[config.mk]
export PLATFORM = sky130hd
export DESIGN_NAME = fp_exc_status
export DESIGN_NICKNAME = d
export VERILOG_FILES = /design/src/rtl/fpx_pkg.sv /design/src/rtl/fpx_exc_eval.sv /design/src/rtl/fpx_rnd_decode.sv /design/src/rtl/fp_exc_status.sv
export SDC_FILE = /design/constraint.sdc
export NUM_CORES = 1
export LEC_CHECK = 0
export BUFFER_PORTS_ARGS = -buffer_cell sky130_fd_sc_hd__buf_2
export CORE_MARGIN = 4
export CORE_UTILIZATION = 44
export DETAILED_ROUTE_END_ITERATION = 10
export HOLD_SLACK_MARGIN = 0.12
export PLACE_DENSITY = 0.94
export SYNTH_ARGS = -nofsm -noshare
export SYNTH_HDL_FRONTEND = slang
export SYNTH_HIERARCHICAL = 1
export SYNTH_SLANG_ARGS = --single-unit
export TNS_END_PERCENT = 10
[constraint.sdc]
create_clock -name clk -period 3.09 [get_ports clk]
set_clock_uncertainty 0.2 [all_clocks]
set_input_delay 0.1545 -clock clk [delete_from_list [all_inputs] [get_ports clk]]
set_output_delay 0.1545 -clock clk [all_outputs]
set_load 0.005 [all_outputs]
[src/rtl/fpx_pkg.sv]
// Shared field widths, encodings and types for the exception status unit.
// Assumes a 32-bit status word with the field positions fixed below.
package fpx_pkg;
    localparam int EXC_W  = 5;
    localparam int RND_W  = 2;
    localparam int TT_W   = 3;
    localparam int CC_W   = 2;
    localparam int WORD_W = 32;

    // Field positions (low bit of each field) in the status word.
    localparam int POS_CUR = 0;
    localparam int POS_ACC = 5;
    localparam int POS_CC  = 10;
    localparam int POS_TT  = 14;
    localparam int POS_VER = 17;
    localparam int POS_MSK = 23;
    localparam int POS_RND = 30;

    localparam logic [TT_W-1:0] TT_NONE = 3'd0;
    localparam logic [TT_W-1:0] TT_IEEE = 3'd1;

    typedef enum logic [RND_W-1:0] {
        RND_NEAR = 2'd0,
        RND_ZERO = 2'd1,
        RND_UP   = 2'd2,
        RND_DOWN = 2'd3
    } rnd_dir_e;

    typedef struct packed {
        logic [RND_W-1:0] rnd;
        logic [EXC_W-1:0] msk;
        logic [TT_W-1:0]  tt;
        logic [EXC_W-1:0] acc;
        logic [EXC_W-1:0] cur;
    } stat_t;
endpackage

[src/rtl/fpx_exc_eval.sv]
// Combinational evaluation of a completing operation's flags.
// Produces the next current/accrued/trap-type values and the trap decision.
// Assumes flags arrive in the order invalid..inexact on bits 4..0.
module fpx_exc_eval
    import fpx_pkg::*;
(
    input  logic [EXC_W-1:0] flags,
    input  logic [EXC_W-1:0] msk,
    input  logic [EXC_W-1:0] acc_old,
    output logic [EXC_W-1:0] cur_nxt,
    output logic [EXC_W-1:0] acc_nxt,
    output logic [TT_W-1:0]  tt_nxt,
    output logic             trap_hit
);
    // Decide trap versus accrue for the current flag set.
    always_comb begin
        cur_nxt  = flags;
        trap_hit = |(flags & msk);
        if (trap_hit) begin
            acc_nxt = acc_old;
            tt_nxt  = TT_IEEE;
        end else begin
            acc_nxt = acc_old | flags;
            tt_nxt  = TT_NONE;
        end
    end
endmodule

[src/rtl/fpx_rnd_decode.sv]
// Decodes the rounding-direction field into a one-hot selection.
// Assumes an unrecognised code must fall back to toward-zero.
module fpx_rnd_decode
    import fpx_pkg::*;
(
    input  logic [RND_W-1:0] rnd,
    output logic [3:0]       sel
);
    // Map each direction code to its selection bit.
    always_comb begin
        case (rnd)
            RND_NEAR: sel = 4'b0001;
            RND_ZERO: sel = 4'b0010;
            RND_UP:   sel = 4'b0100;
            RND_DOWN: sel = 4'b1000;
            default:  sel = 4'b0010;
        endcase
    end
endmodule

[src/rtl/fp_exc_status.sv]
// Floating-point exception status and trap unit.
// Holds rounding, trap mask, trap type, accrued and current exception
// fields; reacts to completion flags; supports full and trap-type-keeping
// software writes. Assumes a write in the same cycle as a completion wins
// in the register while the trap decision uses the pre-write mask.
module fp_exc_status
    import fpx_pkg::*;
#(
    parameter logic [TT_W-1:0] VERSION = 3'd5
) (
    input  logic              clk,
    input  logic              rst_n,
    input  logic              op_done,
    input  logic [EXC_W-1:0]  op_flags,
    input  logic              wr_en,
    input  logic              wr_kind,
    input  logic [WORD_W-1:0] wr_data,
    input  logic [CC_W-1:0]   fcc_in,
    output logic [WORD_W-1:0] rd_data,
    output logic              trap_req,
    output logic [3:0]        rnd_sel
);
    stat_t            st_q;
    logic [EXC_W-1:0] ev_cur, ev_acc;
    logic [TT_W-1:0]  ev_tt;
    logic             ev_trap;
    stat_t            wr_st;
    logic             unused_wr_bits;

    fpx_exc_eval u_eval (
        .flags   (op_flags),
        .msk     (st_q.msk),
        .acc_old (st_q.acc),
        .cur_nxt (ev_cur),
        .acc_nxt (ev_acc),
        .tt_nxt  (ev_tt),
        .trap_hit(ev_trap)
    );

    fpx_rnd_decode u_rnd (
        .rnd(st_q.rnd),
        .sel(rnd_sel)
    );

    // Slice the write word into fields; trap type kept for the partial write.
    always_comb begin
        wr_st.rnd = wr_data[POS_RND +: RND_W];
        wr_st.msk = wr_data[POS_MSK +: EXC_W];
        wr_st.acc = wr_data[POS_ACC +: EXC_W];
        wr_st.cur = wr_data[POS_CUR +: EXC_W];
        wr_st.tt  = wr_kind ? st_q.tt : wr_data[POS_TT +: TT_W];
    end

    assign unused_wr_bits = ^{wr_data[29:28], wr_data[22:17], wr_data[13:10]};

    // Status register update: reset, then write, then completion.
    always_ff @(posedge clk) begin
        if (!rst_n) begin
            st_q <= '0;
        end else if (wr_en) begin
            st_q <= wr_st;
        end else if (op_done) begin
            st_q.cur <= ev_cur;
            st_q.acc <= ev_acc;
            st_q.tt  <= ev_tt;
        end
    end

    // One-cycle trap request following an enabled exception.
    always_ff @(posedge clk) begin
        if (!rst_n) trap_req <= 1'b0;
        else        trap_req <= op_done & ev_trap;
    end

    // Assemble the read word with condition code and version merged in.
    always_comb begin
        rd_data = '0;
        rd_data[POS_RND +: RND_W] = st_q.rnd;
        rd_data[POS_MSK +: EXC_W] = st_q.msk;
        rd_data[POS_VER +: TT_W]  = VERSION;
        rd_data[POS_TT  +: TT_W]  = st_q.tt;
        rd_data[POS_CC  +: CC_W]  = fcc_in;
        rd_data[POS_ACC +: EXC_W] = st_q.acc;
        rd_data[POS_CUR +: EXC_W] = st_q.cur;
    end

    // A trap request only follows a completion strobe.
    p_trap_pulse_r11: assert property (@(posedge clk) disable iff (!rst_n)
        trap_req |-> $past(op_done));

    // A trap without a colliding write shows IEEE trap type and keeps accrued.
    p_trap_type_r2: assert property (@(posedge clk) disable iff (!rst_n)
        (trap_req && !$past(wr_en)) |-> (st_q.tt == TT_IEEE && st_q.acc == $past(st_q.acc)));

    // Without a write, accrued bits never drop.
    p_acc_grow_r3: assert property (@(posedge clk) disable iff (!rst_n)
        !wr_en |=> ((st_q.acc & $past(st_q.acc)) == $past(st_q.acc)));

    // A flagless completion clears current and trap type and raises no trap.
    p_noflag_r4: assert property (@(posedge clk) disable iff (!rst_n)
        (op_done && op_flags == '0 && !wr_en) |=> (st_q.cur == '0 && st_q.tt == TT_NONE && !trap_req));

    // Rounding selection is always one-hot.
    p_rnd_onehot_r5: assert property (@(posedge clk) disable iff (!rst_n)
        $onehot(rnd_sel));

    // A partial write keeps the trap type.
    p_keep_tt_r7: assert property (@(posedge clk) disable iff (!rst_n)
        (wr_en && wr_kind) |=> $stable(st_q.tt));
endmodule

**Word level (Yosys, flattened, before mapping)**

Cells that the tools add are included.

- Equality and inequality tests: 5
- Mux-type cells: 6
- Bitwise gates (word level): 3
- Reduce and logical (&&, ||, !) cells: 5

Operators by type and width:

| kind | number |
|---|---|
| 2-to-1 mux 13 bit | 2 |
| one-hot mux 4 bit (4 select lines) | 1 |
| AND 5 bit | 1 |
| 2-to-1 mux 5 bit | 1 |
| bitwise OR 5 bit | 1 |
| OR reduction 5 bit | 1 |
| equality test 2 bit (second input constant) | 2 |
| != test 2 bit (second input constant) | 2 |
| AND reduction 2 bit | 2 |
| 2-to-1 mux 3 bit | 1 |
| equality test 2 x 1 -> 1 bit (second input constant) | 1 |
| zero test 2 bit | 1 |
| nonzero test 2 bit | 1 |
| AND 1 bit | 1 |
| 2-to-1 mux 1 bit | 1 |

- Bits in registers: 21

**Depth between registers and ports, before layout**

- Depth in word-level cells: 5
- Gate-level depth with buffers: 6
- Mapped depth without buffers: 5

**Cells and area by module**

Netlist, hierarchy kept.

Modules (own cells, without submodules):

| module | times used | cells each | area each (um2) | sequential area each (um2) |
|---|---|---|---|---|
| fp_exc_status | 1 | 108 | 1024.7 | 420.4 |
| fpx_exc_eval | 1 | 17 | 128.9 | 0.0 |
| fpx_rnd_decode | 1 | 4 | 26.3 | 0.0 |

**Least setup slack after synthesis**

Ideal clock, no wire load.

- Path type: flip-flop to flip-flop
- From: register st_q, in the netlist rd_data[23]
- To: register st_q, in the netlist rd_data[14]
- Library setup time: 0.116 ns
- Data arrival time: 1.454 ns
- Required time: 2.774 ns
- Slack: 1.320 ns
- Cell stages (with the launch flop): 7
- Buffers on the path: 1
- Clock period less this slack: 1.770 ns
- Cell sequence: dfxtp_1 a222oi_1 nand2_1 buf_4 mux2i_1 nand3_1 o211a_1

- Word-level cells in the longest chain between the ends: 5

Ends and longest elaborated chain:

| item | line | RTL |
|---|---|---|
| from (decl) | fp_exc_status.sv:23 | `stat_t st_q;` |
| from (signal assigned) | fp_exc_status.sv:61 | `st_q <= wr_st;` |
| AND 5 bit | fpx_exc_eval.sv:18 | `trap_hit = \|(flags & msk);` |
| OR reduction 5 bit | fpx_exc_eval.sv:18 |  |
| via ev_trap | fp_exc_status.sv:26 | `logic ev_trap;` |
| 2-to-1 mux 1 bit | fpx_exc_eval.sv:19 | `if (trap_hit) begin` |
| via ev_tt[0] | fp_exc_status.sv:25 | `logic [TT_W-1:0] ev_tt;` |
| 2-to-1 mux 13 bit | fp_exc_status.sv:62 | `end else if (op_done) begin` |
| 2-to-1 mux 13 bit | fp_exc_status.sv:60 | `end else if (wr_en) begin` |

The timed path passes the listed nets, and every way through them passes these cells. The select of a mux whose other input is x is not followed.
A chain may end at the register's enable or synchronous reset.

**Worst setup path after layout**

- From: input port op_done
- To: register st_q, in the netlist rd_data[3]

- Word-level cells in the longest chain between the ends: 1

Ends and longest elaborated chain:

| item | line | RTL |
|---|---|---|
| from (decl) | fp_exc_status.sv:13 | `input logic op_done,` |
| nonzero test 2 bit (no source line) | - |  |

No other way between the ends.

==> impl_results.md <==
* Status: completed
* GR Overflow Total at 0
* Finished Layout Cells at approximately 250
* Total CTS buffers at 3
* DIE HEIGHT at about 60 µm
* Routed WL per cell at 14.3 µm
* Fillers at approximately 180
* Power Density at 336 nW/µm²
* Yosys reg bits at 21
* HP Class: in2reg
* Final worst slack at between 0.4 and 0.5 ns
* Critical Path Sink Type: register
* Post-Route Utilization at 0.745
* Largest net degree at the start of global routing at 33
* Die width at between 50 and 60 µm
* Final Hold Fails at 0
* Final max-slew violation count at 0
* Critical-path top delay cell: dlygate4sd3_1
* CP dominant cell by count: dlygate4sd3_1
* Total power at about 0.63 mW
* Fin crit period at ~2.6 ns
* Number of diodes at 0
* Htree depth at 1
* Vias/cell at roughly 4.8
* CP Launch Type: input pin
* Final worst path period share at 0.846
* Clock latency on the worst-skew pair at 0.32 ns
* Setup TNS at 0 ns
* Yosys cell types at 22
* Worst Max-Slew Pin Slew at about 0.93 ns
* Routability cong. at slightly below 0.7
* CP delay by family, top: buffers and inverters
* Commonest non-fill, non-tap cells in the layout: buf_2 (54), dlygate4sd3_1 (52), dfxtp_1 (21)
* Buf+Inv Stages, Crit Path at 4
* CP arrival at around 2.6 ns
* Kind of critical path: in2reg
* CP cell instances: dlygate4sd3_1 > buf_2 > mux2i_1 > o21ai_0 > dlygate4sd3_1 > and2_1 > dlygate4sd3_1
* Synth warn at 6
* Post-Syn Area at roughly 1200 µm²
* Setup Fix Bufs, Post-CTS at 0
* Dpl ws at roughly 1.1 ns
* Detailed-route via count at between 1k and 1.5k
* Pleak at about 1 nW
* CTS tree: built
* IO Port Bufs at 54
* Core area at roughly 2500 µm²
* Crit-path max cell delay at just under 0.6 ns
* Sequential share of the synthesized area at 0.356
* Slew HR at 0.378
* Post_cts resized at 0
* DRC Markers at 0
* Router iterations before antenna repair at 4
* Num ports at between 80 and 90
* First-pass GRT wire length at between 5000 and 6000 µm
* Clk slew on worst S/H paths at 0.12 ns
* Rows at 18
* VDD IR max at around 0.27 mV
* Most common cell after layout, fill and taps aside: buf_2
* DRT antenna net count at 0
* Root Driver: clkbuf_4
* Critical Path Fanout Max at 12
* DR iter-0 viols at a little under 80
* Vias in the first global route at around 1.3k
* Initial antenna violation count at 0
* CTS sink cnt at 21
* Starting Density at 0.468
* Post-synthesis area per instance at 9.15 µm²
* Final setup violating endpoints at 0
* Final wirelength at 3600 µm
* Layout cells sized above 1 at 0.279
* FMAX at ~380 MHz
* Max Cap Viol at 0
* Area delta synth->final at 59.3%
* RSZ-0062 raised after global routing: no
* Cells after DPL at between 150 and 200
* Nets at about 270
* Clock buffer depth at 2
* Mapped Cells at 129
* Gr usage total at 0.213
* Die ar. at between 3000 and 4000 µm²
* Crit path required time at 3.09 ns
* Hpwl dp at a little over 2000 µm
[sequential cells by signal, indices dropped and copies added, names as in the netlist]
| signal | flops |
|---|---|
| rd_data | 20 |
| trap_req | 1 |
[power by group]
part           switching (mW)  internal (mW)  total (mW)
Sequential             0.0129          0.290       0.302
Combinational          0.0736          0.116       0.190
Clock                  0.0909         0.0483       0.139
[cell families (layout without fill, tap and decap cells)]
group                  after synthesis  in the layout  share of synthesized area
other                                3             12                    0.00954
multiplexers                        20             20                      0.170
flip-flops                          21             21                      0.356
buffers and inverters               26            110                      0.161
AND/OR/NAND/NOR                     39             39                      0.183
AO/OA/AOI/OAI                       20             20                      0.120
[routing by layer]
| layer | track usage | wire, µm | vias up |
|---|---|---|---|
| li1 | - | - | 594 |
| met1 | 0.220 | 1350 | 556 |
| met2 | 0.409 | 1970 | 42 |
| met3 | 0.0518 | 194 | 8 |
| met4 | 0.0696 | 86 | 0 |
| met5 | 0 | 0 | - |
[tightest hold or removal path: stages]
cell	delay (ns)
buf_2	0.10
nand2_1	0.13
and2_4	0.18
o211a_1	0.12
[final timing paths]
check | start | end | slack [ns] | cells past startpoint
worst max-delay path | op_done | rd_data[3]$_SDFFE_PN0P_ | 0.48 | 7
worst min-delay path | wr_kind | rd_data[14]$_SDFFE_PN0P_ | 0.20 | 4
worst max register to register | rd_data[23]$_SDFFE_PN0P_ | rd_data[5]$_SDFFE_PN0P_ | 0.49 | 6
worst min register to register | rd_data[14]$_SDFFE_PN0P_ | rd_data[14]$_SDFFE_PN0P_ | 0.32 | 1
[what timing repair did]
item                                   in CTS  in global routing
endpoints found under the hold margin      23                  0
setup endpoints to repair                   0                  0
hold buffers                               52                  0
[synthesized netlist by cell type]
library cell	count	area, µm²
a222oi_1	1	10.0
a22oi_1	1	7.51
a31o_1	5	43.8
and2_1	10	62.6
and2_2	1	7.51
and2_4	1	8.76
and2b_2	1	8.76
and3_1	1	6.26
buf_2	2	10.0
buf_4	20	150
buf_6	2	22.5
clkbuf_1	2	7.51
conb_1	3	11.3
dfxtp_1	21	420
mux2i_1	20	200
nand2_1	12	45.0
nand3_1	3	15.0
nor2_1	1	3.75
nor2b_1	8	50.1
o211a_1	3	30.0
o21ai_0	10	50.1
or2_4	1	8.76
[stage by stage]
| stage | instance area, µm² | hold slack, ns |
|---|---|---|
| finish | 1880 | 0.203 |
| global route | 1880 | 0.215 |
| CTS | 1880 | 0.160 |
| detailed placement | 1330 | 0.109 |
| global placement | 1330 | 0.109 |
| floorplan | 1210 | 0.114 |
[cell type report]
type | instances | area (µm²) | share of cell area
timing repair buffer | 106 | 791 | 0.421
multi-input combinational | 91 | 603 | 0.321
sequential | 21 | 420 | 0.224
tap | 30 | 37.5 | 0.0200
clock buffer | 3 | 22.5 | 0.0120
clock inverter | 1 | 5.00 | 0.00266
(Power assumes the default switching activity.)
